==> config.mk <==
export PLATFORM = sky130hd
export DESIGN_NAME = cfg_i2c_slave
export DESIGN_NICKNAME = d
export VERILOG_FILES = /design/src/rtl/cfg_i2c_pkg.sv /design/src/rtl/cfg_i2c_line_filter.sv /design/src/rtl/cfg_i2c_regbank.sv /design/src/rtl/cfg_i2c_link.sv /design/src/rtl/cfg_i2c_slave.sv
export SDC_FILE = /design/constraint.sdc
export NUM_CORES = 1
export LEC_CHECK = 0
export ABC_AREA = 1
export BUFFER_PORTS_ARGS = -buffer_cell sky130_fd_sc_hd__buf_2
export CORE_MARGIN = 4
export CORE_UTILIZATION = 63
export DETAILED_ROUTE_END_ITERATION = 8
export GPL_TIMING_DRIVEN = 0
export PLACE_DENSITY_LB_ADDON = 0.12
export SETUP_SLACK_MARGIN = 0.5
export SYNTH_ARGS = -nofsm -noshare
export SYNTH_HDL_FRONTEND = slang
export SYNTH_SLANG_ARGS = --single-unit
==> constraint.sdc <==
create_clock -name clk -period 5.18 [get_ports clk]
set_input_delay 0.777 -clock clk [delete_from_list [all_inputs] [get_ports clk]]
set_output_delay 0.777 -clock clk [all_outputs]
set_load 0.02 [all_outputs]
==> src/rtl/cfg_i2c_pkg.sv <==
// Shared types for the serial configuration slave.
package cfg_i2c_pkg;
    typedef logic [7:0] byte_t;

    // Link layer state of the serial slave
    typedef enum logic [2:0] {
        ST_IDLE,
        ST_RX,
        ST_RX_ACK,
        ST_TX,
        ST_TX_ACK
    } link_state_t;
endpackage

==> src/rtl/cfg_i2c_line_filter.sv <==
// Synchronises one open-drain bus line into the core clock and removes
// pulses shorter than FILT_LEN samples. Assumes the line idles high, so
// every stage resets to 1.
module cfg_i2c_line_filter #(
    parameter int SYNC_LEN = 2,
    parameter int FILT_LEN = 3
) (
    input  logic clk,
    input  logic rst_n,
    input  logic line_in,
    output logic line_q
);
    logic [SYNC_LEN-1:0] sync_q;
    logic [FILT_LEN-1:0] hist_q;

    // Synchroniser chain, history window and filtered output
    always_ff @(posedge clk) begin
        if (!rst_n) begin
            sync_q <= '1;
            hist_q <= '1;
            line_q <= 1'b1;
        end else begin
            sync_q <= {sync_q[SYNC_LEN-2:0], line_in};
            hist_q <= {hist_q[FILT_LEN-2:0], sync_q[SYNC_LEN-1]};
            if (&hist_q)
                line_q <= 1'b1;
            else if (~|hist_q)
                line_q <= 1'b0;
        end
    end

    // the filtered line moves only after a full window of agreeing samples
    a_r10_filter_window: assert property (@(posedge clk) disable iff (!rst_n)
        (line_q != $past(line_q)) |-> ($past(hist_q) == {FILT_LEN{line_q}}));
endmodule

==> src/rtl/cfg_i2c_regbank.sv <==
// Configuration register bank: NREG bytes with per-register reset
// defaults and one byte write port. Assumes wr_idx is below NREG when
// wr_en is set.
module cfg_i2c_regbank #(
    parameter int NREG = 6,
    parameter int IDX_W = 4,
    parameter logic [NREG*8-1:0] DEFAULTS = '0
) (
    input  logic              clk,
    input  logic              rst_n,
    input  logic              wr_en,
    input  logic [IDX_W-1:0]  wr_idx,
    input  logic [7:0]        wr_data,
    output logic [NREG*8-1:0] regs_q
);
    for (genvar g = 0; g < NREG; g++) begin : g_reg
        // One register: reset default, replaced when its index is written
        always_ff @(posedge clk) begin
            if (!rst_n)
                regs_q[g*8 +: 8] <= DEFAULTS[g*8 +: 8];
            else if (wr_en && wr_idx == IDX_W'(g))
                regs_q[g*8 +: 8] <= wr_data;
        end
    end

    // reset loads the defaults
    a_r1_reset_defaults: assert property (@(posedge clk)
        !rst_n |=> (regs_q == DEFAULTS));
    // the bank changes only after a write strobe
    a_r3_hold_without_write: assert property (@(posedge clk) disable iff (!rst_n)
        !wr_en |=> $stable(regs_q));
endmodule

==> src/rtl/cfg_i2c_link.sv <==
// Byte-level slave protocol engine. Detects start and stop on the
// filtered lines, shifts bytes in and out, drives acknowledges, and
// issues one register write for each complete data byte. Assumes the
// filtered SDA never changes in the same cycle as the filtered SCL,
// except at start and stop conditions.
module cfg_i2c_link
    import cfg_i2c_pkg::*;
#(
    parameter int NREG = 6,
    parameter int CNT_W = 4,
    parameter logic [6:0] DEV_ADDR = 7'h69
) (
    input  logic              clk,
    input  logic              rst_n,
    input  logic              scl_f,
    input  logic              sda_f,
    input  logic [NREG*8-1:0] rd_bus,
    output logic              sda_oe,
    output logic              wr_en,
    output logic [CNT_W-1:0]  wr_idx,
    output byte_t             wr_data
);
    localparam logic [CNT_W-1:0] CNT_FIRST = CNT_W'(2);
    localparam logic [CNT_W-1:0] CNT_END   = CNT_W'(NREG + 2);
    localparam logic [CNT_W-1:0] CNT_LAST  = CNT_W'(NREG);
    localparam byte_t            COUNT_BYTE = 8'(NREG);

    link_state_t      state;
    logic             scl_d, sda_d;
    logic             is_addr, rd_mode;
    logic [3:0]       bit_cnt;
    byte_t            shreg, tx_sr, tx_next, rx_byte;
    logic [CNT_W-1:0] byte_cnt, tx_idx;
    logic             start_c, stop_c, scl_rise, scl_fall;

    assign start_c  = scl_f && scl_d && sda_d && !sda_f;
    assign stop_c   = scl_f && scl_d && !sda_d && sda_f;
    assign scl_rise = scl_f && !scl_d;
    assign scl_fall = !scl_f && scl_d;
    assign rx_byte  = {shreg[6:0], sda_f};

    // Previous filtered line levels for edge and condition detection
    always_ff @(posedge clk) begin
        if (!rst_n) begin
            scl_d <= 1'b1;
            sda_d <= 1'b1;
        end else begin
            scl_d <= scl_f;
            sda_d <= sda_f;
        end
    end

    // Next byte to transmit: count byte, then registers, then all ones
    always_comb begin
        int sel;
        sel = int'(tx_idx) - 1;
        if (tx_idx == '0)
            tx_next = COUNT_BYTE;
        else if (tx_idx <= CNT_LAST)
            tx_next = rd_bus[sel*8 +: 8];
        else
            tx_next = 8'hFF;
    end

    // Protocol state machine, shifters and write strobe
    always_ff @(posedge clk) begin
        if (!rst_n) begin
            state    <= ST_IDLE;
            is_addr  <= 1'b0;
            rd_mode  <= 1'b0;
            bit_cnt  <= '0;
            shreg    <= '0;
            tx_sr    <= '1;
            byte_cnt <= '0;
            tx_idx   <= '0;
            sda_oe   <= 1'b0;
            wr_en    <= 1'b0;
            wr_idx   <= '0;
            wr_data  <= '0;
        end else begin
            wr_en <= 1'b0;
            if (start_c) begin
                state    <= ST_RX;
                is_addr  <= 1'b1;
                bit_cnt  <= '0;
                byte_cnt <= '0;
                tx_idx   <= '0;
                sda_oe   <= 1'b0;
            end else if (stop_c) begin
                state  <= ST_IDLE;
                sda_oe <= 1'b0;
            end else begin
                case (state)
                    ST_RX: begin
                        if (scl_rise && bit_cnt < 4'd8) begin
                            shreg   <= rx_byte;
                            bit_cnt <= bit_cnt + 4'd1;
                            if (bit_cnt == 4'd7) begin
                                if (is_addr) begin
                                    if (rx_byte[7:1] != DEV_ADDR)
                                        state <= ST_IDLE;
                                    else
                                        rd_mode <= rx_byte[0];
                                end else begin
                                    if (byte_cnt >= CNT_FIRST && byte_cnt < CNT_END) begin
                                        wr_en   <= 1'b1;
                                        wr_idx  <= byte_cnt - CNT_FIRST;
                                        wr_data <= rx_byte;
                                    end
                                    if (byte_cnt != '1)
                                        byte_cnt <= byte_cnt + 1'b1;
                                end
                            end
                        end else if (scl_fall && bit_cnt == 4'd8) begin
                            state   <= ST_RX_ACK;
                            sda_oe  <= 1'b1;
                            bit_cnt <= '0;
                        end
                    end
                    ST_RX_ACK: begin
                        if (scl_fall) begin
                            is_addr <= 1'b0;
                            bit_cnt <= '0;
                            if (rd_mode && is_addr) begin
                                state  <= ST_TX;
                                tx_sr  <= tx_next;
                                sda_oe <= ~tx_next[7];
                                if (tx_idx != '1)
                                    tx_idx <= tx_idx + 1'b1;
                            end else begin
                                state  <= ST_RX;
                                sda_oe <= 1'b0;
                            end
                        end
                    end
                    ST_TX: begin
                        if (scl_rise) begin
                            bit_cnt <= bit_cnt + 4'd1;
                        end else if (scl_fall) begin
                            if (bit_cnt == 4'd8) begin
                                state  <= ST_TX_ACK;
                                sda_oe <= 1'b0;
                            end else begin
                                tx_sr  <= {tx_sr[6:0], 1'b1};
                                sda_oe <= ~tx_sr[6];
                            end
                        end
                    end
                    ST_TX_ACK: begin
                        if (scl_rise && sda_f) begin
                            state <= ST_IDLE;
                        end else if (scl_fall) begin
                            state   <= ST_TX;
                            bit_cnt <= '0;
                            tx_sr   <= tx_next;
                            sda_oe  <= ~tx_next[7];
                            if (tx_idx != '1)
                                tx_idx <= tx_idx + 1'b1;
                        end
                    end
                    default: ;
                endcase
            end
        end
    end

    // the slave never pulls SDA while idle
    a_r11_idle_released: assert property (@(posedge clk) disable iff (!rst_n)
        (state == ST_IDLE) |-> !sda_oe);
    // write strobes only target existing registers
    a_r6_index_in_range: assert property (@(posedge clk) disable iff (!rst_n)
        wr_en |-> (wr_idx < CNT_LAST));
    // no write strobe before the two discarded bytes have passed
    a_r3_skip_two_bytes: assert property (@(posedge clk) disable iff (!rst_n)
        wr_en |-> (byte_cnt > CNT_FIRST));
    // a host not-acknowledge during a read drops the slave to idle
    a_r9_nak_ends_read: assert property (@(posedge clk) disable iff (!rst_n)
        (state == ST_TX_ACK && scl_rise && sda_f && !start_c && !stop_c) |=> (state == ST_IDLE));
endmodule

==> src/rtl/cfg_i2c_slave.sv <==
// Top level of the serial configuration slave: line filters, protocol
// engine and register bank. Assumes clk oversamples SCL by well over
// ten cycles per SCL phase.
module cfg_i2c_slave #(
    parameter int NREG = 6,
    parameter logic [6:0] DEV_ADDR = 7'h69,
    parameter logic [NREG*8-1:0] DEFAULTS = 48'hFFFF_FFFF_FF00
) (
    input  logic              clk,
    input  logic              rst_n,
    input  logic              scl_in,
    input  logic              sda_in,
    output logic              sda_oe,
    output logic [NREG*8-1:0] cfg_q
);
    localparam int CNT_W = $clog2(NREG + 3);

    logic             scl_f, sda_f, wr_en;
    logic [CNT_W-1:0] wr_idx;
    logic [7:0]       wr_data;

    cfg_i2c_line_filter #(.SYNC_LEN(2), .FILT_LEN(3)) i_scl_filt (
        .clk(clk), .rst_n(rst_n), .line_in(scl_in), .line_q(scl_f)
    );
    cfg_i2c_line_filter #(.SYNC_LEN(2), .FILT_LEN(3)) i_sda_filt (
        .clk(clk), .rst_n(rst_n), .line_in(sda_in), .line_q(sda_f)
    );

    cfg_i2c_link #(.NREG(NREG), .CNT_W(CNT_W), .DEV_ADDR(DEV_ADDR)) i_link (
        .clk(clk), .rst_n(rst_n), .scl_f(scl_f), .sda_f(sda_f),
        .rd_bus(cfg_q), .sda_oe(sda_oe), .wr_en(wr_en),
        .wr_idx(wr_idx), .wr_data(wr_data)
    );

    cfg_i2c_regbank #(.NREG(NREG), .IDX_W(CNT_W), .DEFAULTS(DEFAULTS)) i_bank (
        .clk(clk), .rst_n(rst_n), .wr_en(wr_en), .wr_idx(wr_idx),
        .wr_data(wr_data), .regs_q(cfg_q)
    );
endmodule

# Word level (Yosys, flattened, before mapping)
# Cells that the tools add are included.
[totals]
ff_bits = 107
latchBits = 0
ramBits = 0
mem_bits_ro = 0
in_bits = 4
wordCells = 189
n_memories = 0
[op_classes]
addsub = 5
mul = 0
div_mod_pow = 0
order_cmp = 4
eq_ne = 40
n_shift = 1
n_mux = 52
bitwise = 10
reduce_logical = 50
[op_table]
columns = ["op", "count"]
rows = [
  ["7-bit two-way mux", 7],
  ["48-bit by 32-bit variable part select with 8-bit output", 1],
  ["4-bit two-way mux", 10],
  ["3-bit two-way mux", 11],
  ["10-bit AND reduction", 3],
  ["7-bit case mux with 3 select lines", 1],
  ["1-bit logical AND", 18],
  ["1-bit two-way mux", 16],
  ["8-bit two-way mux", 2],
  ["2-bit by 1-bit inequality test with 1-bit output, second input constant", 8],
  ["4-bit case mux with 4 select lines", 1],
  ["7-bit AND reduction", 2],
  ["4-bit by 1-bit adder with 4-bit output, second input constant", 3],
  ["4-bit by 3-bit == test with 1-bit output, second input constant", 3],
  ["4-bit by 1-bit inequality test with 1-bit output, second input constant", 3],
  ["3-bit case mux with 4 select lines", 1],
  ["6-bit AND reduction", 2],
  ["5-bit by 1-bit inequality test with 1-bit output, second input constant", 2],
  ["5-bit by 3-bit inequality test with 1-bit output, second input constant", 2],
  ["1-bit NOT", 10],
  ["3-bit AND reduction", 3],
  ["3-bit OR reduction", 3],
  ["4-bit by 2-bit == test with 1-bit output, second input constant", 2],
  ["4-bit zero test", 2],
  ["other kinds (31)", 46],
]

# Longest topological paths before layout
# Gate-level depths: netlist (run 1).
[logic_depth]
word_depth = 8
mapped_depth = 14
mapped_depth_nobuf = 12

# By module
# A second synthesis (run 1) with hierarchy kept.
[unflattened]
cells_unflattened = 780
area_unflattened_um2 = 5375.2
[modules_own_cells]
columns = ["mod", "n_inst", "cells_per_inst", "area_per_inst_um2"]
rows = [
  ["cfg_i2c_link", 1, 478, 3027.9],
  ["cfg_i2c_regbank", 1, 254, 1969.4],
  ["cfg_i2c_line_filter", 2, 24, 188.9],
]

# Worst setup path after synthesis (run 1)
# Ideal clock, no wire load.
[synth_path]
path_type = "flip-flop to flip-flop"
startpoint = "register i_link.tx_idx[0]"
endpoint = "register i_link.tx_sr[0]"
t_arrival_ns = 1.857
setup_slack_ns = 3.264
stages_incl_launch_ff = 15
n_path_buf = 2
period_less_slack_ns = 1.916
path_cell_list = "dfxtp_1 > inv_1 > buf_2 > ha_1 > buf_2 > inv_1 > a21oi_2 > nand2_1 > nand2_1 > nand3_1 > nand2_1 > nand2_1 > nand2_1 > nand2_1 > nand2_1"
[synth_between]
elab_chain_len = 7
elab_cells_between_ends = 11
classes_between = "add/sub: 1; order compare: 1; shift: 1; mux: 7; reduce/logical: 1"
[synth_lines]
columns = ["element", "line", "text"]
rows = [
  ["from (decl)", "cfg_i2c_link.sv:33", "logic [CNT_W-1:0] byte_cnt, tx_idx;"],
  ["from (signal assigned)", "cfg_i2c_link.sv:129", "tx_idx <= tx_idx + 1'b1;"],
  ["from (signal assigned)", "cfg_i2c_link.sv:158", "tx_idx <= tx_idx + 1'b1;"],
  ["4-bit by 1-bit subtractor with 5-bit output", "cfg_i2c_link.sv:56", "sel = int'(tx_idx) - 1;"],
  ["48-bit by 32-bit variable part select with 8-bit output", "cfg_i2c_link.sv:60", "tx_next = rd_bus[sel*8 +: 8];"],
  ["8-bit two-way mux", "cfg_i2c_link.sv:59", "else if (tx_idx <= CNT_LAST)"],
  ["8-bit two-way mux *", "cfg_i2c_link.sv:57", "if (tx_idx == '0)"],
  ["7-bit two-way mux (on tied branches)", "cfg_i2c_link.sv:152, cfg_i2c_link.sv:124", ""],
  ["7-bit two-way mux (on tied branches)", "cfg_i2c_link.sv:150, cfg_i2c_link.sv:121", ""],
  ["7-bit case mux with 3 select lines *", "cfg_i2c_link.sv:93", "case (state)"],
  ["to (signal assigned)", "cfg_i2c_link.sv:126", "tx_sr <= tx_next;"],
  ["to (signal assigned)", "cfg_i2c_link.sv:144", "tx_sr <= {tx_sr[6:0], 1'b1};"],
  ["to (signal assigned)", "cfg_i2c_link.sv:155", "tx_sr <= tx_next;"],
  ["to (decl)", "cfg_i2c_link.sv:32", "byte_t shreg, tx_sr, tx_next, rx_byte;"],
]
# Every way passes the cells marked *; elsewhere a longest branch is shown, timed or not. The select of a mux whose other input is x is not followed.
# A chain may end at the register's enable or synchronous reset.

# Final worst setup path (run 1)
[layout_path]
startpoint = "register i_link.tx_idx[0]"
endpoint = "register i_link.tx_sr[4]"
# The elaborated chain is that of the path after synthesis.

==> results of run 1 <==
## through the flow
stage          std cells  setup slack, ns
5_1_grt              886             2.44
2_1_floorplan        716             3.26
3_5_place_dp         870             2.73
4_1_cts              886             2.71
6_report             886             2.65
3_3_place_gp         870             2.77
## cell type report
type / instances / area, sq um
multi-input combinational: 509 / 2450
buffer: 22 / 104
clock buffer: 9 / 124
tap: 102 / 128
clock inverter: 7 / 86.3
timing repair buffer: 52 / 260
inverter: 78 / 293
fill: 667 / 2140
sequential: 107 / 2140
## registers in the layout, summed over array words and instances, names as in the netlist, 4 cells and up
name and flops:
i_link.tx_sr 7, i_link.bit_cnt 4, i_link.wr_data 8, i_link.byte_cnt 4, i_link.wr_idx 4, i_bank.regs_q 48
i_link.shreg 7, i_link.tx_idx 4
## critical path, stage by stage, from the launching register on
cell and delay (ns):
dfxtp_1 0.45, inv_1 0.16, buf_2 0.24, ha_1 0.31, buf_2 0.20, inv_1 0.20
a21oi_2 0.34, nand2_1 0.10, nand2_1 0.07, nand3_1 0.09, nand2_1 0.10, nand2_1 0.07
nand2_1 0.06, nand2_1 0.05, nand2_1 0.05
## path summary, 6_finish.rpt
kind,to,slack [ns],cells after the start
setup / recovery,i_link.tx_sr[4],2.65,14
hold / removal,i_scl_filt.hist_q[0],0.43,1
setup reg to reg,i_link.tx_sr[4],2.65,14
hold reg to reg,i_scl_filt.hist_q[0],0.43,1
## placed cells by master, fill, tap and decap left out, drive strengths merged
cell      n
o31ai     1
nand2   204
o22ai     1
a21oi    57
xor2      4
inv      82
nand3b    3
ha       10
xnor2     2
nor2     63
a31oi     1
nor4      2
clkinv    3
nand4     6
o21ai    57
dfxtp   107
buf      63
nor3      6
or2      10
clkbuf   20
o211ai   11
nand3    71
## power groups by stage
stage	Combinational [mW]	Clock, mW	Sequential [mW]
3_3_place_gp	0.0286	0	0.844
5_1_grt	0.0337	0.572	0.827
2_1_floorplan	0.0196	0	0.844
3_5_place_dp	0.0295	0	0.845
4_1_cts	0.0296	0.539	0.826
6_report	0.0302	0.529	0.826
## cells by family (layout without fill, tap and decap cells)
family	Yosys count	in the layout	share of synthesized area, %
AND/OR/NAND/NOR	365	365	31.8
AO/OA/AOI/OAI	128	128	13.6
flip-flops	107	107	43.0
buffers and inverters	100	168	7.95
adder cells (fa/ha/maj)	10	10	2.51
XOR/XNOR	6	6	1.20
## per-layer routing
| metal | up-vias | routed length (um) | global-route usage, % |
|---|---|---|---|
| met5 | - | 0 | 0 |
| met4 | 0 | 635 | 15.1 |
| met3 | 57 | 984 | 5.55 |
| met2 | 223 | 6140 | 46.0 |
| met1 | 2268 | 5310 | 33.2 |
| li1 | 2441 | - | - |
==> metrics.md, run 1 <==
| Metric | Value |
|---|---|
| Final-report max-slew violation count | `0` |
| Post-route minimum period | `approximately 2.5 ns` |
| Cts hold-fix bufs | `0` |
| Initial antenna violation count | `0` |
| Dpl cell area | `approximately 5400 sq um` |
| CTS tree | `yes` |
| Total negative slack | `0 ns` |
| Yosys cell types | `35` |
| Final net count | `about 790` |
| Via density | `about 5.6` |
| Syn_nets | `730` |
| Total number of vias | `4989` |
| Clock share of power | `38.2%` |
| Design area | `~5600 sq um` |
| Worst Path Required | `approximately 5.5 ns` |
| Area leader, netlist | `dfxtp_1` |
| Top cells by area, synth | `dfxtp_1, nand2_1, nand3_1` |
| DRC viols | `0` |
| GRT Total Usage | `between 20% and 30%` |
| Pleak | `roughly 2.6 nW` |
| Internal | `1.03 mW` |
| Die H | `about 97 um` |
| Combinational share of power | `2.2%` |
| Placer Congestion | `a little over 1` |
| Wirelength, routed | `13.1 mm` |
| Async SR Flop Fraction | `0%` |
| Crit Path Max Fanout | `12` |
| Sequential group share of total power | `between 50% and 60%` |
| Area of the mapped netlist | `~5000 sq um` |
| CTS max path bufs | `2` |
| Layout Area Growth over Synthesis | `12.0%` |
| Startpoint Class | `register` |
| Unrepaired setup endpoints after global routing | `false` |
| Sw power | `0.354 mW` |
| Diodes inserted | `0` |
| Vias in the first global route | `between 4000 and 5000` |
| Hold_ws | `0.431 ns` |
| HPWL after DPL | `9.82 mm` |
| Total iterations of the first detailed-routing run | `5` |
| Post-synth EDFFs | `0` |
| Outcome | `complete, no violations` |
| Mapped Cells | `between 700 and 800` |
| Least-Margin Pin Slew | `0.695 ns` |
| Max Clock Skew | `between 0.015 and 0.02 ns` |
| Cts repair resizes | `0` |
| Tightest Hold Check Type | `register to register` |
| Worst-path clk slew | `0.12 ns` |
| Clock buffer count from CTS | `9` |
| Net Sw Frac | `25.6%` |
| Arrival time of the worst setup path | `2.85 ns` |
| Final Core Density | `72.3%` |
| Final Power | `1.38 mW` |
| Core Rows | `32` |
| Post-synth top cells | `nand2_1, dfxtp_1, inv_1, nand3_1, nor2_1` |
| Final hold violations | `0` |
| First-pass GRT wire length | `around 22 mm` |
| Seq/Total Area, Yosys | `between 40% and 50%` |
| Die area | `roughly 9400 sq um` |
| Clk sinks | `roughly 110` |
| Top cell type's share of synthesized area | `a little over two fifths` |
| Post-CTS setup buffers | `0` |
| Critical path startpoint | `i_link.tx_idx[0]` |
| DRT antenna net count | `0` |
| Max-cap viol count | `0` |
| Die X | `97.0 um` |
| Syn avg cell area | `around 7.0 sq um` |
| FF-to-FF Start | `i_link.tx_idx[0]` |
| Most common cell in the netlist | `nand2_1` |
| DRT iter0 DRCs | `approximately 270` |
| Peak VDD IR | `0.214 mV` |
| Core Region | `7730 sq um` |
| IO Pins | `53` |
| Slew HR | `a little over half` |
| Layout cells sized above 1 | `approximately 14%` |
| Per-cell routed wire length | `between 10 and 15 um` |
| Ys flop type | `dfxtp_1` |
| H-tree levels | `3` |
| Yosys warns | `0` |
| Port bufs | `52` |
| Grt ovf | `0` |
| Root Driver | `clkbuf_8` |
| Clk_lat worst skew | `0.38 ns` |
| Fmax | `between 300 and 400 MHz` |
| Largest net degree at the start of global routing | `23` |
| Starting density of the core | `between 60% and 70%` |
| Crit path capture type | `register` |
| Hold_sp | `i_scl_filt.sync_q[1]` |
| PwrDens | `between 200 and 250 nW/um^2` |
| # setup viols final | `0` |
| Fin crit share | `between 40% and 50%` |
| Synth Register Bits | `107` |
| Critical path class | `register to register` |
Power figures use the tool's default switching activity.
==> run 2: changes to the inputs <==
--- a/config.mk
+++ b/config.mk
@@ -5,10 +5,10 @@
 export SDC_FILE = /design/constraint.sdc
 export NUM_CORES = 1
 export LEC_CHECK = 0
-export ABC_AREA = 1
+export ABC_AREA = 0
 export BUFFER_PORTS_ARGS = -buffer_cell sky130_fd_sc_hd__buf_2
 export CORE_MARGIN = 4
-export CORE_UTILIZATION = 63
+export CORE_UTILIZATION = 53
 export DETAILED_ROUTE_END_ITERATION = 8
 export GPL_TIMING_DRIVEN = 0
 export PLACE_DENSITY_LB_ADDON = 0.12
==> constraint.sdc (replaced) <==
create_clock -name clk -period 2.2 [get_ports clk]
set_input_delay 0.33 -clock clk [delete_from_list [all_inputs] [get_ports clk]]
set_output_delay 0.33 -clock clk [all_outputs]
set_load 0.02 [all_outputs]
==> run 2 against run 1 <==
Effect of this change:
- the run now ends with setup timing left
- clock power grew 120%
- via count shrank 8.3%
- setup slack lost 2.7 ns
- routed wire length grew 8.1%
- first-iteration DRC count grew 24%
==> metrics.md, run 2 <==
| Metric | Value |
|---|---|
| Outcome | `complete, but fails checks` |
| Violated checks | `setup timing` |
| Mapped Cells | `569 (-21%)` |
| CP bufs+invs | `3 (-1)` |
| Root Driver | `clkbuf_8` |
| Worst path cell trace | `buf_6, or3b_4, or3_4, or4_4, buf_6, buf_6, mux2i_2, nor2_1` |
| Via density | `5.95 (+5.7%)` |
| Post-synth EDFFs | `0 (unchanged)` |
| GRT Total Usage | `24.9% (-2.7 points)` |
| Placed instance count | `728 (-16%)` |
| Yosys cell types | `53 (+51%)` |
| Layout Cells excl Fill | `769 (-13%)` |
| CP most frequent cell | `buf_6` |
| Final net count | `670 (-16%)` |
| Arrival time of the worst setup path | `2.50 ns (-0.35 ns)` |
| IO Pins | `53 (unchanged)` |
| Core Rows | `34 (+6.3%)` |
| CP top delay family | `simple AND/OR/NAND/NOR gates` |
| Die area | `10900 sq um (+16%)` |
| DRT iter0 DRCs | `329 (+24%)` |
| Max reg flops | `48 (unchanged)` |
| Slowest-stage cell, CP | `or4_4` |
| Ys flop type | `dfxtp_1` |
| Layout cells sized above 1 | `29.2% (+15 points)` |
| Fmax | `445 MHz (+13%)` |
| Final-report max-slew violation count | `0 (unchanged)` |
| Placer Congestion | `0.904 (-12%)` |
| CTS max path bufs | `2 (unchanged)` |
| Clk sinks | `107 (unchanged)` |
| Wl on met1 | `5.94 mm (+12%)` |
| CTS tree | `yes` |
| Top flop regs | `i_bank.regs_q x48, i_link.wr_data x8` |
| Most common cell in the netlist | `dfxtp_1` |
| Vias in the first global route | `4418 (-4.8%)` |
| Syn avg cell area | `8.69 sq um (+25%)` |
| Unrepaired setup endpoints after global routing | `true` |
| Slew HR | `54.5% (+0.79 points)` |
| Grt ovf | `0 (unchanged)` |
| Crit Path Max Fanout | `5 (-7)` |
| Worst Path Required | `2.45 ns (-3.05 ns)` |
| Metal3 WL | `1.13 mm (+15%)` |
| Initial antenna violation count | `0 (unchanged)` |
| Most flop-heavy register | `i_bank.regs_q` |
| DRC viols | `0 (unchanged)` |
| Total number of vias | `4576 (-8.3%)` |
| Post-route minimum period | `2.25 ns (-0.290 ns)` |
| Layout Area Growth over Synthesis | `26.7%` |
| Clock buffer count from CTS | `9 (unchanged)` |
| Pleak | `2.54 nW (-2.9%)` |
| Least-Margin Pin Slew | `0.679 ns (-0.0155 ns)` |
| Synth Register Bits | `107 (unchanged)` |
| Starting density of the core | `55.6% (-8.9 points)` |
| Post-synth top cells | `dfxtp_1, nand2_1, nor2_1, nand3_1, mux2i_1` |
| Wirelength, routed | `14.1 mm (+8.1%)` |
| Peak VDD IR | `0.402 mV (+88%)` |
| HPWL after DPL | `9.37 mm (-4.6%)` |
| Port bufs | `51 (-1.9%)` |
| Max Clock Skew | `0.0155 ns (-0.00140 ns)` |
| Core Region | `8890 sq um (+15%)` |
| Tightest Hold Check Type | `input port to register` |
| Top cells by area, synth | `dfxtp_1, nand2_1, mux2i_1` |
| Seq/Total Area, Yosys | `43.3% (+0.35 points)` |
| Total negative slack | `-0.0529 ns (-0.0529 ns)` |
| Diodes inserted | `0 (unchanged)` |
| Worst-path clk slew | `0.11 ns (about the same)` |
| # setup viols final | `2 (+2)` |
| PwrDens | `505 nW/um^2 (+100%)` |
| Final hold violations | `0 (unchanged)` |
| Crit path capture type | `register` |
| Max-cap viol count | `0 (unchanged)` |
| Async SR Flop Fraction | `0% (unchanged)` |
| Fin worst setup slack | `-0.0453 ns (-2.69 ns)` |
| Syn_nets | `583 (-20%)` |
| First-pass GRT wire length | `22.4 mm (+3.9%)` |
| Area of the mapped netlist | `4950 sq um (-0.80%)` |
| Die X | `105 um (+7.9%)` |
| Total iterations of the first detailed-routing run | `5 (unchanged)` |
| Die H | `105 um (+7.9%)` |
| Critical path class | `register to register` |
| Top cell type's share of synthesized area | `43.3% (+0.35 points)` |
| DRT antenna net count | `0 (unchanged)` |
| Met2 wire length | `6.80 mm (+11%)` |
| H-tree levels | `3 (unchanged)` |
| Top Layer Used | `met4` |
| Most common cell after layout, fill and taps aside | `nand2_1` |
| Area leader, netlist | `dfxtp_1` |
| Per-cell routed wire length | `18.4 um (+25%)` |
| Largest net degree at the start of global routing | `20 (-13%)` |
| Commonest non-fill, non-tap cells in the layout | `nand2_1, dfxtp_1, buf_2` |
| Yosys warns | `0 (unchanged)` |
| Crit path largest cell delay | `0.42 ns (-0.03 ns)` |
| Fin crit share | `102% (+53 points)` |
| Clk_lat worst skew | `0.38 ns (about the same)` |
| Startpoint Class | `register` |
-- run 2: cell types whose count changed after synthesis, sizes merged, moves of 7 or more --
cell,previous run,this run
a21oi,57,24
o21ai,57,24
nand2,204,105
nor3b,0,7
nand2b,0,19
nand3,71,38
o211ai,11,0
mux2i,0,37
mux2,0,8
nor2,63,44
clkbuf,11,28
mux4,0,8
inv,78,14
or2,10,2
-- run 2: final timing paths --
path	slack, ns	to	startpoint	depth (start not counted)
worst max register to register	-0.05	i_link.wr_data[0]	i_link.scl_d	8
worst max-delay path	-0.05	i_link.wr_data[0]	i_link.scl_d	8
worst min register to register	0.42	i_scl_filt.sync_q[1]	i_scl_filt.sync_q[0]	1
worst min-delay path	0.14	i_scl_filt.sync_q[0]	scl_in	2
-- run 2: routing by layer --
layer	track usage, %	vias to the layer above
li1	-	2152
met1	33.1	2198
met2	42.0	201
met3	5.86	25
met4	4.78	0
met5	0	-
-- run 2: metrics by stage --
step	util, %	cell area [sq um]	total power [mW]	hold slack [ns]	setup WS (ns)
after global routing	70.5	6270	3.25	0.137	-0.108
after global placement	61.6	5470	2.04	0.399	-0.0700
after floorplan	-	5080	2.02	0.386	0.0447
after detailed placement	61.6	5470	2.04	0.394	-0.0797
after CTS	68.0	6050	3.18	0.130	-0.0409
final	70.5	6270	3.16	0.142	-0.0453
-- run 2: final cells by class --
class	instances	area (sq um)
Buffer	34	243
Clock buffer	9	124
Clock inverter	7	61.3
Fill cell	681	2620
Inverter	14	62.6
Multi-Input combinational cell	414	3000
Sequential cell	107	2150
Tap cell	108	135
Timing Repair Buffer	76	489
-- run 2: timing repair --
| item | in CTS | in global routing |
|---|---|---|
| pin swaps | 15 | 22 |
| buffers inserted | 18 | 6 |
| endpoints found under the setup margin | 69 | 63 |
| hold buffers | 0 | 0 |
| resized for setup | 59 | 46 |
| cloned | 1 | 0 |
-- run 2: cells by family (layout without fill, tap and decap cells) --
family	count (synthesis)	count (layout)	synth area share, %
multiplexers	53	53	12.9
AND/OR/NAND/NOR	258	258	25.1
adder cells (fa/ha/maj)	10	10	2.53
flip-flops	107	107	43.3
XOR/XNOR	9	9	1.59
AO/OA/AOI/OAI	84	84	10.5
buffers and inverters	48	140	4.00
-- run 2: worst reg2reg max path, stage by stage (launching register included) --
cell and delay (ns):
dfxtp_2 0.33, buf_6 0.11, or3b_4 0.39, or3_4 0.35, or4_4 0.42, buf_6 0.15
buf_6 0.12, mux2i_2 0.19, nor2_1 0.08
-- run 2: where the power goes --
group	switching [mW]	total (mW)	internal [mW]	leakage, nW
logic	0.0435	0.0555	0.0121	1.58
clock network	0.731	1.17	0.434	0.0936
registers	0.00206	1.94	1.94	0.869
